[config.mk]
export PLATFORM = sky130hd
export DESIGN_NAME = irqbank_top
export DESIGN_NICKNAME = d
export VERILOG_FILES = /design/src/rtl/irqbank_pkg.sv /design/src/rtl/irqbank_decode.sv /design/src/rtl/irqbank_pending.sv /design/src/rtl/irqbank_cable.sv /design/src/rtl/irqbank_top.sv
export SDC_FILE = /design/constraint.sdc
export NUM_CORES = 1
export LEC_CHECK = 0
export BUFFER_PORTS_ARGS = -buffer_cell sky130_fd_sc_hd__buf_2
export CORE_MARGIN = 3
export CORE_UTILIZATION = 46
export CTS_BUF_LIST = sky130_fd_sc_hd__clkbuf_4 sky130_fd_sc_hd__clkbuf_8
export DETAILED_ROUTE_END_ITERATION = 8
export PLACE_DENSITY = 0.82
export SLEW_MARGIN = 20
export SYNTH_ARGS = -nofsm -noshare
export SYNTH_HDL_FRONTEND = slang
export SYNTH_SLANG_ARGS = --single-unit
export TNS_END_PERCENT = 20
[constraint.sdc]
create_clock -name clk -period 1.3 [get_ports clk]
set_input_delay 0.065 -clock clk [delete_from_list [all_inputs] [get_ports clk]]
set_output_delay 0.065 -clock clk [all_outputs]
set_load 0.02 [all_outputs]
[src/rtl/irqbank_pkg.sv]
package irqbank_pkg;
  localparam int NCH = 8;
  localparam int DW  = 8;
  localparam int AW  = 5;
  localparam int CH_SPAN = 2 * NCH;

  localparam logic [AW-1:0] OFF_STATUS = AW'(CH_SPAN);
  localparam logic [AW-1:0] OFF_OPER   = AW'(CH_SPAN + 1);
  localparam logic [AW-1:0] OFF_IEN    = AW'(CH_SPAN + 2);
  localparam logic [AW-1:0] OFF_INDEX  = AW'(CH_SPAN + 6);
  localparam logic [AW-1:0] OFF_CABLE  = AW'(CH_SPAN + 7);

  localparam int OPER_RST_BIT = 0;
  localparam int OPER_FN_BIT  = 2;

  typedef enum logic [2:0] {
    SEL_ZERO,
    SEL_CHAN,
    SEL_STATUS,
    SEL_OPER,
    SEL_IEN,
    SEL_INDEX,
    SEL_CABLE
  } reg_sel_e;
endpackage

[src/rtl/irqbank_decode.sv]
module irqbank_decode
  import irqbank_pkg::*;
#(
  parameter int N_CH   = NCH,
  parameter int ADDR_W = AW
) (
  input  logic [ADDR_W-1:0]          addr,
  input  logic                       wr,
  input  logic                       rd,
  output reg_sel_e                   sel,
  output logic                       wr_oper,
  output logic                       wr_ien,
  output logic                       wr_cable,
  output logic [N_CH-1:0]            ch_wr_stb,
  output logic [N_CH-1:0]            ch_rd_stb,
  output logic [$clog2(N_CH)-1:0]    ch_idx
);
  localparam int IW = $clog2(N_CH);

  logic in_chan;

  assign in_chan = (addr < ADDR_W'(2 * N_CH));
  assign ch_idx  = addr[IW:1];

  always_comb begin
    if (in_chan) begin
      sel = SEL_CHAN;
    end else begin
      unique case (addr)
        OFF_STATUS: sel = SEL_STATUS;
        OFF_OPER:   sel = SEL_OPER;
        OFF_IEN:    sel = SEL_IEN;
        OFF_INDEX:  sel = SEL_INDEX;
        OFF_CABLE:  sel = SEL_CABLE;
        default:    sel = SEL_ZERO;
      endcase
    end
  end

  assign wr_oper  = wr && (addr == OFF_OPER);
  assign wr_ien   = wr && (addr == OFF_IEN);
  assign wr_cable = wr && (addr == OFF_CABLE);

  for (genvar g = 0; g < N_CH; g++) begin : g_stb
    assign ch_wr_stb[g] = wr && in_chan && (ch_idx == IW'(g));
    assign ch_rd_stb[g] = rd && in_chan && (ch_idx == IW'(g));
  end
endmodule

[src/rtl/irqbank_pending.sv]
module irqbank_pending #(
  parameter int N_CH = 8
) (
  input  logic            clk,
  input  logic            rst_n,
  input  logic [N_CH-1:0] event_in,
  input  logic [N_CH-1:0] enable,
  input  logic            clear_all,
  output logic [N_CH-1:0] pending
);
  for (genvar g = 0; g < N_CH; g++) begin : g_bit
    logic hit;
    assign hit = event_in[g] & enable[g];
    always_ff @(posedge clk or negedge rst_n) begin
      if (!rst_n)         pending[g] <= 1'b0;
      else if (clear_all) pending[g] <= hit;
      else if (hit)       pending[g] <= 1'b1;
    end
  end
endmodule

[src/rtl/irqbank_cable.sv]
module irqbank_cable #(
  parameter int N_CH = 8
) (
  input  logic            clk,
  input  logic            rst_n,
  input  logic            wr,
  input  logic [N_CH-1:0] wdata,
  input  logic [N_CH-1:0] cable_ok,
  output logic [N_CH-1:0] view
);
  logic [N_CH-1:0] off_mask;

  always_ff @(posedge clk or negedge rst_n) begin
    if (!rst_n)  off_mask <= '1;
    else if (wr) off_mask <= wdata;
  end

  assign view = off_mask | cable_ok;
endmodule

[src/rtl/irqbank_top.sv]
module irqbank_top
  import irqbank_pkg::*;
(
  input  logic              clk,
  input  logic              rst_n,
  input  logic [AW-1:0]     bus_addr,
  input  logic [DW-1:0]     bus_wdata,
  input  logic              bus_wr,
  input  logic              bus_rd,
  output logic [DW-1:0]     bus_rdata,
  input  logic [NCH-1:0]    ch_event,
  input  logic [NCH-1:0]    ch_index,
  input  logic [NCH-1:0]    ch_cable_ok,
  output logic [NCH-1:0]    ch_wr_stb,
  output logic [NCH-1:0]    ch_rd_stb,
  output logic              ch_ctrl_sel,
  input  logic [NCH*DW-1:0] ch_rdata,
  output logic              cnt_reset,
  output logic              irq
);
  localparam int IW = $clog2(NCH);

  reg_sel_e          sel;
  logic              wr_oper, wr_ien, wr_cable;
  logic [IW-1:0]     ch_idx;
  logic [NCH-1:0]    ien_mask;
  logic [NCH-1:0]    pend_vec;
  logic [NCH-1:0]    cable_view;
  logic              func_en;
  logic              rst_hold;
  logic [DW-1:0]     oper_view;
  logic [DW-1:0]     rd_next;

  irqbank_decode #(.N_CH(NCH), .ADDR_W(AW)) u_decode (
    .addr(bus_addr), .wr(bus_wr), .rd(bus_rd), .sel(sel),
    .wr_oper(wr_oper), .wr_ien(wr_ien), .wr_cable(wr_cable),
    .ch_wr_stb(ch_wr_stb), .ch_rd_stb(ch_rd_stb), .ch_idx(ch_idx)
  );

  always_ff @(posedge clk or negedge rst_n) begin
    if (!rst_n) begin
      func_en  <= 1'b0;
      rst_hold <= 1'b0;
      ien_mask <= '0;
    end else begin
      if (wr_oper) begin
        func_en  <= bus_wdata[OPER_FN_BIT];
        rst_hold <= bus_wdata[OPER_RST_BIT];
      end
      if (wr_ien) ien_mask <= bus_wdata[NCH-1:0];
    end
  end

  irqbank_pending #(.N_CH(NCH)) u_pending (
    .clk(clk), .rst_n(rst_n), .event_in(ch_event), .enable(ien_mask),
    .clear_all(wr_oper), .pending(pend_vec)
  );

  irqbank_cable #(.N_CH(NCH)) u_cable (
    .clk(clk), .rst_n(rst_n), .wr(wr_cable), .wdata(bus_wdata[NCH-1:0]),
    .cable_ok(ch_cable_ok), .view(cable_view)
  );

  always_comb begin
    oper_view = '0;
    oper_view[OPER_FN_BIT]  = func_en;
    oper_view[OPER_RST_BIT] = rst_hold;
  end

  always_comb begin
    unique case (sel)
      SEL_CHAN:   rd_next = ch_rdata[ch_idx*DW +: DW];
      SEL_STATUS: rd_next = DW'(pend_vec);
      SEL_OPER:   rd_next = oper_view;
      SEL_IEN:    rd_next = DW'(ien_mask);
      SEL_INDEX:  rd_next = DW'(ch_index);
      SEL_CABLE:  rd_next = DW'(cable_view);
      default:    rd_next = '0;
    endcase
  end

  always_ff @(posedge clk or negedge rst_n) begin
    if (!rst_n)      bus_rdata <= '0;
    else if (bus_rd) bus_rdata <= rd_next;
  end

  assign ch_ctrl_sel = bus_addr[0];
  assign cnt_reset   = rst_hold;
  assign irq         = func_en & (|pend_vec);
endmodule

==> flow_summary_export.csv <==
group,metric,value,unit
critical_path,worstPathCellList,"nor4_2 > a21boi_1 > buf_2",
clock_network,clockBufferDepth,2,
synthesis,avgSynthCellArea,11.1,sq um
synthesis,synth_cells,218,
critical_path,crit_fanout,3,
clock_network,clk_pin_slew,0.08,ns
critical_path,worstPathRequired,1.24,ns
timing,fmax,0.764,GHz
synthesis,synth_common_cells,"26 x dfrtp_1, 23 x nor2_1, 18 x mux2i_1",
global_routing,antenna_found_initial,0,
die,die_w,78.5,microns
clock_network,cts_root_buffer,"clkbuf_8",
global_routing,grt.total_usage,0.243,
synthesis,syn-num-nets,323,
place,dp_hpwl,6050,microns
timing,finalSetupViolations,1,
timing,max-slew-margin-rel,0.588,
place,dpl_cell_area,3280,sq um
clock_network,clock_latency,0.29,ns
status,violations,"negative setup slack",
critical_path,cp-start-kind,"flip-flop",
synthesis,synth_flop_cell,"dfrtp_1",
die,core_area,4910,sq um
timing,rsz0062_at_grt,"true",
finish,finalNetCount,477,
timing,layout_setup_ws,-0.00811,ns
global_routing,grt_pass1_wl,11800,microns
synthesis,async_flop_share,1.00,
synthesis,synth_area_leaders,"dfrtp_1 27%, dfstp_2 8.7%, mux2i_1 7.4%",
finish,multi_input_area,1430,sq um
finish,fillers,404,
synthesis,yosysTopAreaCellShare,0.269,
status,status,"complete, but fails checks",
critical_path,arrival,1.24,ns
synthesis,synth_most_common_cell,"dfrtp_1",
synthesis,yosysWarnings,0,
finish,layout-drive-gt1-share,0.568,
flow_run,drv_cap,0,
finish,final_area,3400,sq um
clock_network,cts_num_sinks,34,
clock_network,cts_buffers,5,
route,avgViaCountPerCell,5.48,
synthesis,yosysUniqueCellTypes,46,
global_routing,grt_remaining_overflow,0,
timing,skew,0.00938,ns
synthesis,netlist_area,2420,sq um
die,dieHeight,78.5,microns
route,firstDrtPassIters,4,
critical_path,slowest_stage,"dfrtp_1",
finish,area_growth,40.5,%
synthesis,seq_area_frac_synth,0.356,
critical_path,slowest_delay,0.41,ns
synthesis,synth_edf_count,0,
synthesis,yosys_register_bits,34,
hold_path,hp-class,"in -> reg",
die,die_area,6160,sq um
synthesis,yosys.area.top_type,"dfrtp_1",
timing,slew_violations,0,
global_routing,grt_max_degree,35,
die,num_io_pins,132,
finish,diodes,0,
place,port_buffers,131,
place,place.gp.congestion,0.856,
timing,fin_crit,1.31,ns
clock_network,cts_tree,"built",
critical_path,crit_type,"reg -> out",
timing,period_share,1.01,
die,initial_core_util,0.492,
die,rows,25,
global_routing,grt_pass1_vias,2465,
clock_network,htree_num_levels,2,
route,drt_iter0_markers,185,
timing,final_hold_viol_count,0,
route,drc,0,
route,wl_per_cell,17.0,microns
critical_path,cp-end-kind,"output port",
power,ir_drop,0.000873,V
route,routed_wirelength,7490,microns
route,vias,2411,
route,ant_nets,0,
finish,fin_util,0.692,
timing,worst_pin_slew,0.613,ns
power,p_leak,1.73,nW
power,power_per_cell_area,920,nW/um^2
finish,seq_area,861,sq um
## metal layers
metal	vias up	wire length, microns	GRT usage
met5	-	0	0
met4	0	48	0.0542
met3	4	632	0.0700
met2	117	3630	0.398
met1	1138	3180	0.318
li1	1152	-	-
## path summary, 6_finish.rpt
check / startpoint / end / slack, ns / cells after the start
max: u_pending.pending[5] / irq / -0.008 / 3
min: ch_event[4] / u_pending.pending[4] / 0.01 / 2
max reg2reg: u_pending.pending[0] / bus_rdata[0] / 0.10 / 3
min reg2reg: u_pending.pending[2] / u_pending.pending[2] / 0.54 / 1
max in group asynchronous: rst_n / u_cable.off_mask[6] / 0.62 / 3
min in group asynchronous: rst_n / ien_mask[3] / 0.33 / 3
## worst max-delay path: cells and delay by family (launching register included)
kind	cells	cell delay, ns
and+or+nand+nor	1	0.27
AOI/OAI and AO/OA	1	0.11
buffers and inverters	1	0.17
DFF	1	0.41
## logic make-up (layout without fill, tap and decap cells)
| kind of cell | count (synthesis) | after routing | share of synthesized area |
|---|---|---|---|
| AO/OA/AOI/OAI | 51 | 51 | 0.164 |
| AND/OR/NAND/NOR | 67 | 67 | 0.170 |
| flip-flops | 34 | 34 | 0.356 |
| buffers and inverters | 19 | 174 | 0.0574 |
| multiplexers | 47 | 47 | 0.253 |
## cell type report
class / count / area share
multi-input combinational: 165 / 0.421
sequential: 34 / 0.253
clock inverter: 1 / 0.00221
inverter: 4 / 0.00442
tap: 67 / 0.0247
clock buffer: 7 / 0.0247
timing repair buffer: 162 / 0.270
## power breakdown
| group | internal (mW) | switching, mW | leakage, nW |
|---|---|---|---|
| Sequential | 1.27 | 0.144 | 0.394 |
| Combinational | 0.498 | 0.402 | 1.29 |
| Clock | 0.421 | 0.392 | 0.0453 |
| Total | 2.19 | 0.938 | 1.73 |
## state kept, by name (all words and copies together), names as in the netlist
name and flops:
bus_rdata 8, u_cable.off_mask 8, cnt_reset 1, u_pending.pending 8
func_en 1, ien_mask 8
## through the flow
stage               setup TNS (ns)  worst slack, ns  hold WS, ns  cells  total power [mW]
floorplan                        0           0.0231       -0.231    218              1.91
global placement             -1.28           -0.128        0.112    430              2.27
detailed placement           -2.12           -0.179        0.120    430              2.30
CTS                        -0.0152          -0.0152      0.00626    440              3.12
global route               -0.0973          -0.0973      0.00690    440              3.27
finish                    -0.00811         -0.00811       0.0102    440              3.12
## cell usage in the layout, fill, tap and decap left out, types with 2 or more instances in the layout
cell,netlist,routed
buf_2,3,131
buf_4,3,28
dfrtp_1,26,26
nor2_1,23,23
mux2i_1,18,18
mux2_2,11,11
mux2_4,10,10
nand2b_1,9,9
a22o_1,8,8
dfstp_2,8,8
a32oi_1,7,7
nor3_1,6,6
o221ai_1,6,6
mux4_2,6,6
nand2_1,5,5
a21oi_1,5,5
a2bb2oi_1,5,5
a22oi_1,5,5
clkbuf_8,0,5
inv_1,4,4
o21ai_1,3,3
o22ai_1,3,3
or2_1,2,2
nand3_1,2,2
nor4_1,3,2
mux2_1,2,2
and2_1,2,2
a211oi_1,2,2
nor3b_1,2,2
o211ai_1,2,2
and3_1,2,2
or3_1,2,2
a221oi_1,2,2
clkbuf_4,0,2
buf_12,0,2
## repair_timing
item                       4_1_cts  5_1_grt
pin swaps                        1        0
gates cloned                     0        0
setup endpoints to repair        1        2
setup buffers                    1        0
resized for setup                1        3
hold endpoints to repair        26        0
hold buffers                     1        0
Power figures use the tool's default switching activity.
